### config.mk
export PLATFORM = sky130hd
export DESIGN_NAME = bist_lfsr
export DESIGN_NICKNAME = d
export VERILOG_FILES = /design/src/rtl/bist_rx_pkg.sv /design/src/rtl/bist_lfsr.sv
export SDC_FILE = /design/constraint.sdc
export NUM_CORES = 1
export LEC_CHECK = 0
export BUFFER_PORTS_ARGS = -buffer_cell sky130_fd_sc_hd__buf_4
export CORE_AREA = 2 2 39 41
export CTS_CLUSTER_DIAMETER = 40
export CTS_CLUSTER_SIZE = 16
export DETAILED_ROUTE_END_ITERATION = 10
export DIE_AREA = 0 0 41 43
export GPL_TIMING_DRIVEN = 0
export MAX_ROUTING_LAYER = met4
export SETUP_SLACK_MARGIN = 0.5
export SLEW_MARGIN = 20
export SYNTH_ARGS = -nofsm -noshare
export SYNTH_HDL_FRONTEND = slang
export SYNTH_SLANG_ARGS = --single-unit
### constraint.sdc
create_clock -name clk -period 2 [get_ports clk]
set_input_delay 0.1 -clock clk [delete_from_list [all_inputs] [get_ports clk]]
set_output_delay 0.1 -clock clk [all_outputs]
set_load 0.01 [all_outputs]
### src/rtl/bist_rx_pkg.sv
package bist_rx_pkg;
  localparam int CHAR_W = 8;
  localparam int LFSR_W = 9;

  typedef enum logic [2:0] {
    ST_DATA_OK  = 3'b000,
    ST_CMD_OK   = 3'b001,
    ST_LAST_BAD = 3'b100,
    ST_START    = 3'b101,
    ST_MISS     = 3'b110,
    ST_WAIT     = 3'b111
  } bist_stat_e;

  // x^9 + x^5 + 1, maximal length 511
  function automatic logic [LFSR_W-1:0] lfsr_next(input logic [LFSR_W-1:0] s);
    return {s[LFSR_W-2:0], s[8] ^ s[4]};
  endfunction
endpackage

### src/rtl/bist_lfsr.sv
module bist_lfsr
  import bist_rx_pkg::*;
#(
  parameter logic [LFSR_W-1:0] SEED = 9'h1FF
) (
  input  logic              clk,
  input  logic              rst_n,
  input  logic              ld_i,
  input  logic              step_i,
  output logic [LFSR_W-1:0] state_o
);
  logic [LFSR_W-1:0] s_q;
  logic [LFSR_W-1:0] s_d;

  always_comb begin
    s_d = s_q;
    if (ld_i)        s_d = SEED;
    else if (step_i) s_d = lfsr_next(s_q);
  end

  always_ff @(posedge clk or negedge rst_n) begin
    if (!rst_n) s_q <= SEED;
    else        s_q <= s_d;
  end

  assign state_o = s_q;
endmodule

==> flow_summary.ini, run 1 <==
[sta]
worst_slew_pin_slew_ns = 0.131
slew_headroom_pct = 91.0
fmaxAchievable_mhz = 953
setup-violations-final = 0
period_minus_slack_ns = 1.05
fin_tns_setup_ns = 0
slew_viol_final = 0
rsz0062_at_grt = false
fin_skew_ns = 0.00228
hold_viol = 0
period_share_pct = 52.5

[cts]
cts_tree = built
clk_path_buf_depth = 2
clkSinkCount = 9
clk_pin_slew_ns = 0.06
cts_resized = 0
h-tree-depth = 1
hold_buffers = 1
clock_latency_ns = 0.26
cts_root_buf = clkbuf_4
cts_made_buffers = 3
post-cts-setup-buffer-count = 0

[logic_synthesis]
synth_cells = 30
yosysUniqueCellTypes = 8
syn_area_um2 = 382
ys_seq_area_share_pct = 62.0
yosys_warnings = 0
syn-num-nets = 34
synth.avg_cell_area_um2 = 12.7
ys_ff_latch = 9

[route]
antenna_left = 0
drt_pass1_iterations = 2
wl_per_cell_um = 11.5
route.detailed.drc = 0
drt-total-wl_um = 710
num_vias = 272
drt_iter0_drc = 7
viasPerCell = 4.39

[place]
post_dp_cell_area_um2 = 484
io_buffers = 11
hpwl_um = 481
gp_congestion = 0.599

[global_route]
antenna_found_initial = 0
grt_pass1_vias = 298
grt_overflow = 0
met3_usage_pct = 7.85
use_met1_pct = 13.1
grt_pass1_wl_um = 1240
busiest_layer = met2
grt.total_usage_pct = 11.1
grt_max_degree = 11
met2_usage_pct = 15.3

[setup_path]
ff2ff_setup_slack_ns = 1.13
reg2reg_to = state_o[0]$_DFFE_PN1P_
rr_startpoint = state_o[4]$_DFFE_PN1P_
reg2regPathDepth = 2
cp.depth = 1
crit_fanout = 4
cp-startpoint = state_o[4]$_DFFE_PN1P_
crit_family = flip-flops
cp_slowest_stage_delay_ns = 0.57
crit_path_start_kind = flop
cp-end-kind = primary output
cp.required_ns = 1.90
crit_path_end = state_o[4]
cp_slowest_cell = dfstp_2
path_buf_inv = 1
crit_chain = buf_4
critical_path_class = reg2out
crit_arrival_ns = 0.95

[pwr]
peakVddDrop_mv = 0.351
pwr-share-clk_pct = 38.0
combPwrFrac_pct = 8.8
p_int_mw = 0.281
p_switching_mw = 0.0794
static-leakage-power_nw = 0.229
switching_share_pct = 22.0
pwr_density_cell_nw_per_um2 = 693
seq_power_share_pct = 53.2

[cells_and_area]
fin_area_um2 = 520
multi_input_area_um2 = 130
antennaDiodeCount = 0
area_growth_pct = 36.4
largest_register_ffs = 9
layout-drive-gt1-share_pct = 54.3
seq_area_um2 = 236
nNetsFinal = 51
fillers = 147

[floorplanning]
rows = 14
die_h_um = 43
die_area_um2 = 1760
start_util_pct = 27.6
pin_count = 13
fp.dieW_um = 41
core-area_um2 = 1380

[run]
max_cap_violations = 0

[min_path]
holdCritPathClass = in2reg

[status]
run_status = finished, final reports clean
==> layer usage <==
metal | wire length (µm) | vias up | share of wire, %
li1 | - | 132 | -
met5 | 0 | - | 0
met4 | 0 | 0 | 0
met1 | 313 | 128 | 44
met3 | 69 | 0 | 9.7
met2 | 327 | 12 | 46
==> cells in the final DEF (no fill, tap or decap) <==
cell	n
a31oi_1	1
nor3_1	1
clkbuf_1	1
buf_4	11
mux2i_1	8
nand2_1	8
inv_2	1
clkbuf_4	3
dlygate4sd3_1	1
dfstp_2	9
xnor2_1	1
buf_6	1
==> power groups by stage <==
stage                     Combinational, mW  Sequential [mW]  Clock [mW]
after global routing                 0.0361            0.192       0.153
after CTS                            0.0327            0.192       0.144
after floorplan                      0.0144            0.196           0
after detailed placement             0.0310            0.194           0
after global placement               0.0307            0.194           0
final                                0.0319            0.192       0.137
==> Yosys cell counts <==
cell,n,share of area (%)
buf_6,1,3.0
mux2i_1,8,21
nor3_1,1,1.3
xnor2_1,1,2.3
nand2_1,8,7.9
inv_2,1,0.98
a31oi_1,1,1.6
dfstp_2,9,62
==> worst min path at each step <==
| stage | from | slack [ns] | to | cells past startpoint |
|---|---|---|---|---|
| final | step_i | 0.08 | state_o[0]$_DFFE_PN1P_ | 2 |
| after global routing | step_i | 0.09 | state_o[0]$_DFFE_PN1P_ | 2 |
| after CTS | step_i | 0.08 | state_o[0]$_DFFE_PN1P_ | 2 |
| after detailed placement | rst_n | 0.12 | state_o[0]$_DFFE_PN1P_ | 1 |
| after global placement | rst_n | 0.12 | state_o[0]$_DFFE_PN1P_ | 1 |
| after floorplan | rst_n | -0.05 | state_o[0]$_DFFE_PN1P_ | 0 |
==> stage by stage <==
| stage | power (mW) | std cells | setup slack (ns) | util [%] | hold WS (ns) |
|---|---|---|---|---|---|
| finish | 0.361 | 62 | 0.950 | 37.6 | 0.0826 |
| global route | 0.382 | 62 | 0.914 | 37.6 | 0.0937 |
| CTS | 0.369 | 62 | 0.938 | 37.6 | 0.0796 |
| detailed placement | 0.225 | 57 | 1.13 | 35.0 | 0.125 |
| global placement | 0.225 | 57 | 1.14 | 35.0 | 0.122 |
| floorplan | 0.210 | 30 | 1.14 | - | -0.0478 |
==> layout make-up <==
type	instances	area share (%)
flip-flops and latches	9	45.4
multi-input cells	19	25.0
repair buffers	12	17.8
clock buffers	4	5.05
well taps	16	3.85
plain buffers	1	2.16
inverters	1	0.721
==> logic make-up after synthesis <==
logic type | count (synthesis) | synth area share (%)
DFF | 9 | 62.0
buffers and inverters | 2 | 3.93
AOI/OAI and AO/OA | 1 | 1.64
xor gates and xnor gates | 1 | 2.30
muxes | 8 | 21.0
and+or+nand+nor | 9 | 9.18
Power figures use the tool's default switching activity.
==> run 2, diff against run 1 <==
clock period = 1 ns   (was 2 ns; I/O delays follow)
==> flow_summary.ini, run 2 (same netlist as run 1, synthesis figures left out) <==
[global_route]
grt_pass1_vias = 274
grt_pass1_wl_um = 1130
grt_overflow = 0
grt_max_degree = 11
grt.total_usage_pct = 10.7
antenna_found_initial = 0

[status]
run_status = finished, final reports clean

[cells_and_area]
layout-drive-gt1-share_pct = 61.8
finalNonFillerCells = 71
area_growth_pct = 66.9
multi_input_area_um2 = 130
final_common_cell = buf_6
nNetsFinal = 60
largest_register_ffs = 9
antennaDiodeCount = 0
fillers = 136
seq_area_um2 = 236
final_cell_mix = 14 x buf_6, 9 x dfstp_2, 8 x mux2i_1, 8 x nand2_1, 7 x buf_4

[floorplanning]
die_area_um2 = 1760
core-area_um2 = 1380
die_h_um = 43
fp.dieW_um = 41
start_util_pct = 27.6
pin_count = 13
rows = 14

[route]
drt_pass1_iterations = 2
route.detailed.drc = 0
num_vias = 307
antenna_left = 0
wl_per_cell_um = 10.9
viasPerCell = 4.32
drt-total-wl_um = 772
drt_iter0_drc = 3

[setup_path]
crit_chain = buf_6
cp_slowest_cell = dfstp_2
critical_path_class = reg2out
crit_path_start_kind = flop
path_buf_inv = 1
cp.required_ns = 0.95
crit_fanout = 2
rr_startpoint = state_o[8]$_DFFE_PN1P_
ff2ff_setup_slack_ns = 0.08
cp-end-kind = primary output
reg2reg_to = state_o[0]$_DFFE_PN1P_
crit_arrival_ns = 0.90
cp_slowest_stage_delay_ns = 0.55
crit_family = flip-flops
reg2regPathDepth = 3

[run]
max_cap_violations = 0

[cts]
clk_path_buf_depth = 2
h-tree-depth = 1
clkSinkCount = 9
clk_pin_slew_ns = 0.06
cts_root_buf = clkbuf_4
clock_latency_ns = 0.26
cts_tree = built
cts_made_buffers = 3

[place]
hpwl_um = 451
preCtsSetupSlack_ns = 0.163
io_buffers = 11
gp_congestion = 0.593
dpl.cell_count = 57

[sta]
worst_slew_pin_slew_ns = 0.159
period_share_pct = 95.4
worst_slack_ns = 0.0456
fin_skew_ns = 0.00609
setup-violations-final = 0
hold_viol = 0
slew_headroom_pct = 89.3
fin_tns_setup_ns = 0
period_minus_slack_ns = 0.954
fmaxAchievable_mhz = 1050
rsz0062_at_grt = true
slew_viol_final = 0

[pwr]
static-leakage-power_nw = 0.289
pwr_density_cell_nw_per_um2 = 1160
p_int_mw = 0.578
switching_share_pct = 21.5
seq_power_share_pct = 52.2
p_switching_mw = 0.158
pwr-share-clk_pct = 36.6
combPwrFrac_pct = 11.2
peakVddDrop_mv = 0.662

[min_path]
holdCritPathClass = in2reg
worstHoldStart = step_i
min_to = state_o[0]$_DFFE_PN1P_
holdPathStages = 2
[run 2: layout make-up]
cell class / count / area share (%)
well taps: 16 / 3.14
repair buffers: 21 / 32.8
clock buffers: 4 / 4.13
plain buffers: 1 / 1.77
flip-flops and latches: 9 / 37.1
multi-input cells: 19 / 20.4
inverters: 1 / 0.589
[run 2: per-layer routing]
metal | wire, µm | vias up | GRT usage [%]
li1 | - | 151 | -
met1 | 325 | 145 | 11.3
met2 | 374 | 11 | 14.1
met3 | 72 | 0 | 9.42
met4 | 0 | 0 | 4.00
met5 | 0 | - | -
[run 2: how the worst max path moves through the flow]
stage,from,cells past startpoint,end,slack [ns]
floorplan,state_o[4]$_DFFE_PN1P_,2,state_o[0]$_DFFE_PN1P_,0.16
global placement,state_o[4]$_DFFE_PN1P_,2,state_o[0]$_DFFE_PN1P_,0.17
detailed placement,state_o[4]$_DFFE_PN1P_,2,state_o[0]$_DFFE_PN1P_,0.16
CTS,state_o[8]$_DFFE_PN1P_,1,state_o[8],0.04
global route,state_o[8]$_DFFE_PN1P_,1,state_o[8],0.006
finish,state_o[8]$_DFFE_PN1P_,1,state_o[8],0.05
[run 2: what timing repair did]
item / 4_1_cts / 5_1_grt
endpoints found under the setup margin: 18 / 18
resized for setup: 10 / 3
buffers inserted: 9 / 0
hold buffers: 1 / 0
hold endpoints to repair: 9 / 0
[run 2: power groups by stage]
stage | Combinational [mW] | Sequential (mW) | Clock, mW
floorplan | 0.0284 | 0.392 | 0
global placement | 0.0605 | 0.388 | 0
detailed placement | 0.0607 | 0.388 | 0
CTS | 0.0826 | 0.384 | 0.286
global route | 0.0899 | 0.385 | 0.314
finish | 0.0826 | 0.384 | 0.270
[run 2: stage by stage]
| stage | utilization [%] | power, mW | hold WS, ns | cell area (µm²) |
|---|---|---|---|---|
| 3_3_place_gp | 35.0 | 0.449 | 0.0705 | 484 |
| 5_1_grt | 46.0 | 0.789 | 0.0215 | 637 |
| 6_report | 46.0 | 0.737 | 0.0269 | 637 |
| 3_5_place_dp | 35.0 | 0.449 | 0.0690 | 484 |
| 2_1_floorplan | - | 0.420 | -0.0978 | 382 |
| 4_1_cts | 45.2 | 0.752 | 0.0235 | 626 |
==> run 3, diff against run 2 <==
SKIP_LAST_GASP = 1   (was unset)
clock period = 1.23 ns   (was 1 ns; I/O delays follow)
==> flow_summary.ini, run 3 (same netlist as run 1, synthesis figures left out) <==
[sta]
fin_skew_ns = 0.00761
fmaxAchievable_mhz = 1030
setup-violations-final = 0
slew_viol_final = 0
period_share_pct = 78.8
fin_tns_setup_ns = 0
hold_viol = 0
period_minus_slack_ns = 0.969
worst_slew_pin_slew_ns = 0.139
slew_headroom_pct = 90.5
rsz0062_at_grt = true

[cells_and_area]
fin_area_um2 = 648
fillers = 144
final_cell_mix = 15 x buf_6, 9 x dfstp_2, 8 x mux2i_1, 8 x nand2_1, 6 x buf_4
largest_register_ffs = 9
layout-drive-gt1-share_pct = 63.6
multi_input_area_um2 = 138
finish.utilization_pct = 46.8
area_growth_pct = 69.8
nNetsFinal = 60
antennaDiodeCount = 0
finalNonFillerCells = 71
final_common_cell = buf_6
seq_area_um2 = 236

[cts]
clock_latency_ns = 0.26
clk_pin_slew_ns = 0.06
cts_tree = built
cts_made_buffers = 3
clk_path_buf_depth = 2
cts_root_buf = clkbuf_4
h-tree-depth = 1
clkSinkCount = 9

[setup_path]
reg2reg_to = state_o[0]$_DFFE_PN1P_
cp.depth = 1
cp-end-kind = primary output
ff2ff_setup_slack_ns = 0.31
cp-startpoint = state_o[6]$_DFFE_PN1P_
crit_path_start_kind = flop
cp_slowest_cell = dfstp_2
critical_path_class = reg2out
reg2regPathDepth = 3
cp_slowest_stage_delay_ns = 0.55
crit_chain = buf_6
crit_family = flip-flops
crit_path_end = state_o[6]
path_buf_inv = 1
crit_arrival_ns = 0.91
rr_startpoint = state_o[8]$_DFFE_PN1P_
cp.required_ns = 1.17
crit_fanout = 2

[pwr]
peakVddDrop_mv = 0.626
fin_total_pwr_mw = 0.602
static-leakage-power_nw = 0.296
pwr_density_cell_nw_per_um2 = 929

[status]
run_status = finished, final reports clean

[route]
num_vias = 308
antenna_left = 0
wl_per_cell_um = 11.6
route.detailed.drc = 0
viasPerCell = 4.34
drt_pass1_iterations = 4
drt_iter0_drc = 4
drt-total-wl_um = 823

[global_route]
grt_pass1_wl_um = 1310
grt.total_usage_pct = 11.9
grt_overflow = 0
grt_pass1_vias = 329
antenna_found_initial = 0
grt_max_degree = 11

[place]
post_dp_cell_area_um2 = 484
io_buffers = 11
hpwl_um = 477
gp_congestion = 0.614
dpl.cell_count = 57

[floorplanning]
rows = 14
start_util_pct = 27.6
die_area_um2 = 1760
die_h_um = 43
pin_count = 13
fp.dieW_um = 41
core-area_um2 = 1380

[min_path]
holdCritPathClass = in2reg

[run]
max_cap_violations = 0
## run 3: cell types whose count changed in the layout (fill, tap and decap cells not counted)
cell	previous run	this run
buf_6	14	15
xnor2_2	0	1
buf_4	7	6
xnor2_1	1	0
## run 3: worst min-delay path by stage
stage	start	endpoint	slack [ns]	depth (start not counted)
floorplan	rst_n	state_o[0]$_DFFE_PN1P_	-0.09	0
global placement	rst_n	state_o[0]$_DFFE_PN1P_	0.08	1
detailed placement	rst_n	state_o[0]$_DFFE_PN1P_	0.08	1
CTS	step_i	state_o[0]$_DFFE_PN1P_	0.04	2
global route	step_i	state_o[0]$_DFFE_PN1P_	0.04	2
finish	step_i	state_o[0]$_DFFE_PN1P_	0.04	2
## run 3: stage by stage
stage	hold slack, ns	setup slack, ns
after global placement	0.0833	0.392
after global routing	0.0410	0.233
after detailed placement	0.0841	0.384
after CTS	0.0353	0.262
after floorplan	-0.0863	0.392
final	0.0363	0.261
## run 3: what timing repair did
action / 4_1_cts / 5_1_grt
resized for setup: 10 / 5
hold buffers: 1 / 0
hold endpoints to repair: 9 / 0
buffers inserted: 9 / 0
pin swaps: 0 / 2
endpoints found under the setup margin: 16 / 18
## run 3: layout make-up
| class | instances | share of cell area [%] |
|---|---|---|
| timing repair buffer | 21 | 32.8 |
| inverter | 1 | 0.579 |
| sequential | 9 | 36.5 |
| buffer | 1 | 1.74 |
| clock buffer | 4 | 4.05 |
| tap | 16 | 3.09 |
| multi-input combinational | 19 | 21.2 |
## run 3: report_power, final
group | switching [mW] | internal (mW) | leakage (nW) | total, mW
clock | 0.101 | 0.125 | 0.0150 | 0.226
combinational | 0.0293 | 0.0357 | 0.186 | 0.0651
sequential | 0.00401 | 0.307 | 0.0947 | 0.311
## run 3: per-layer routing
metal	routed length [µm]	up-vias	global-route usage (%)
met1	337	145	13.7
met5	0	-	-
met3	82	0	7.85
met4	0	0	2.00
met2	403	14	17.2
li1	-	149	-
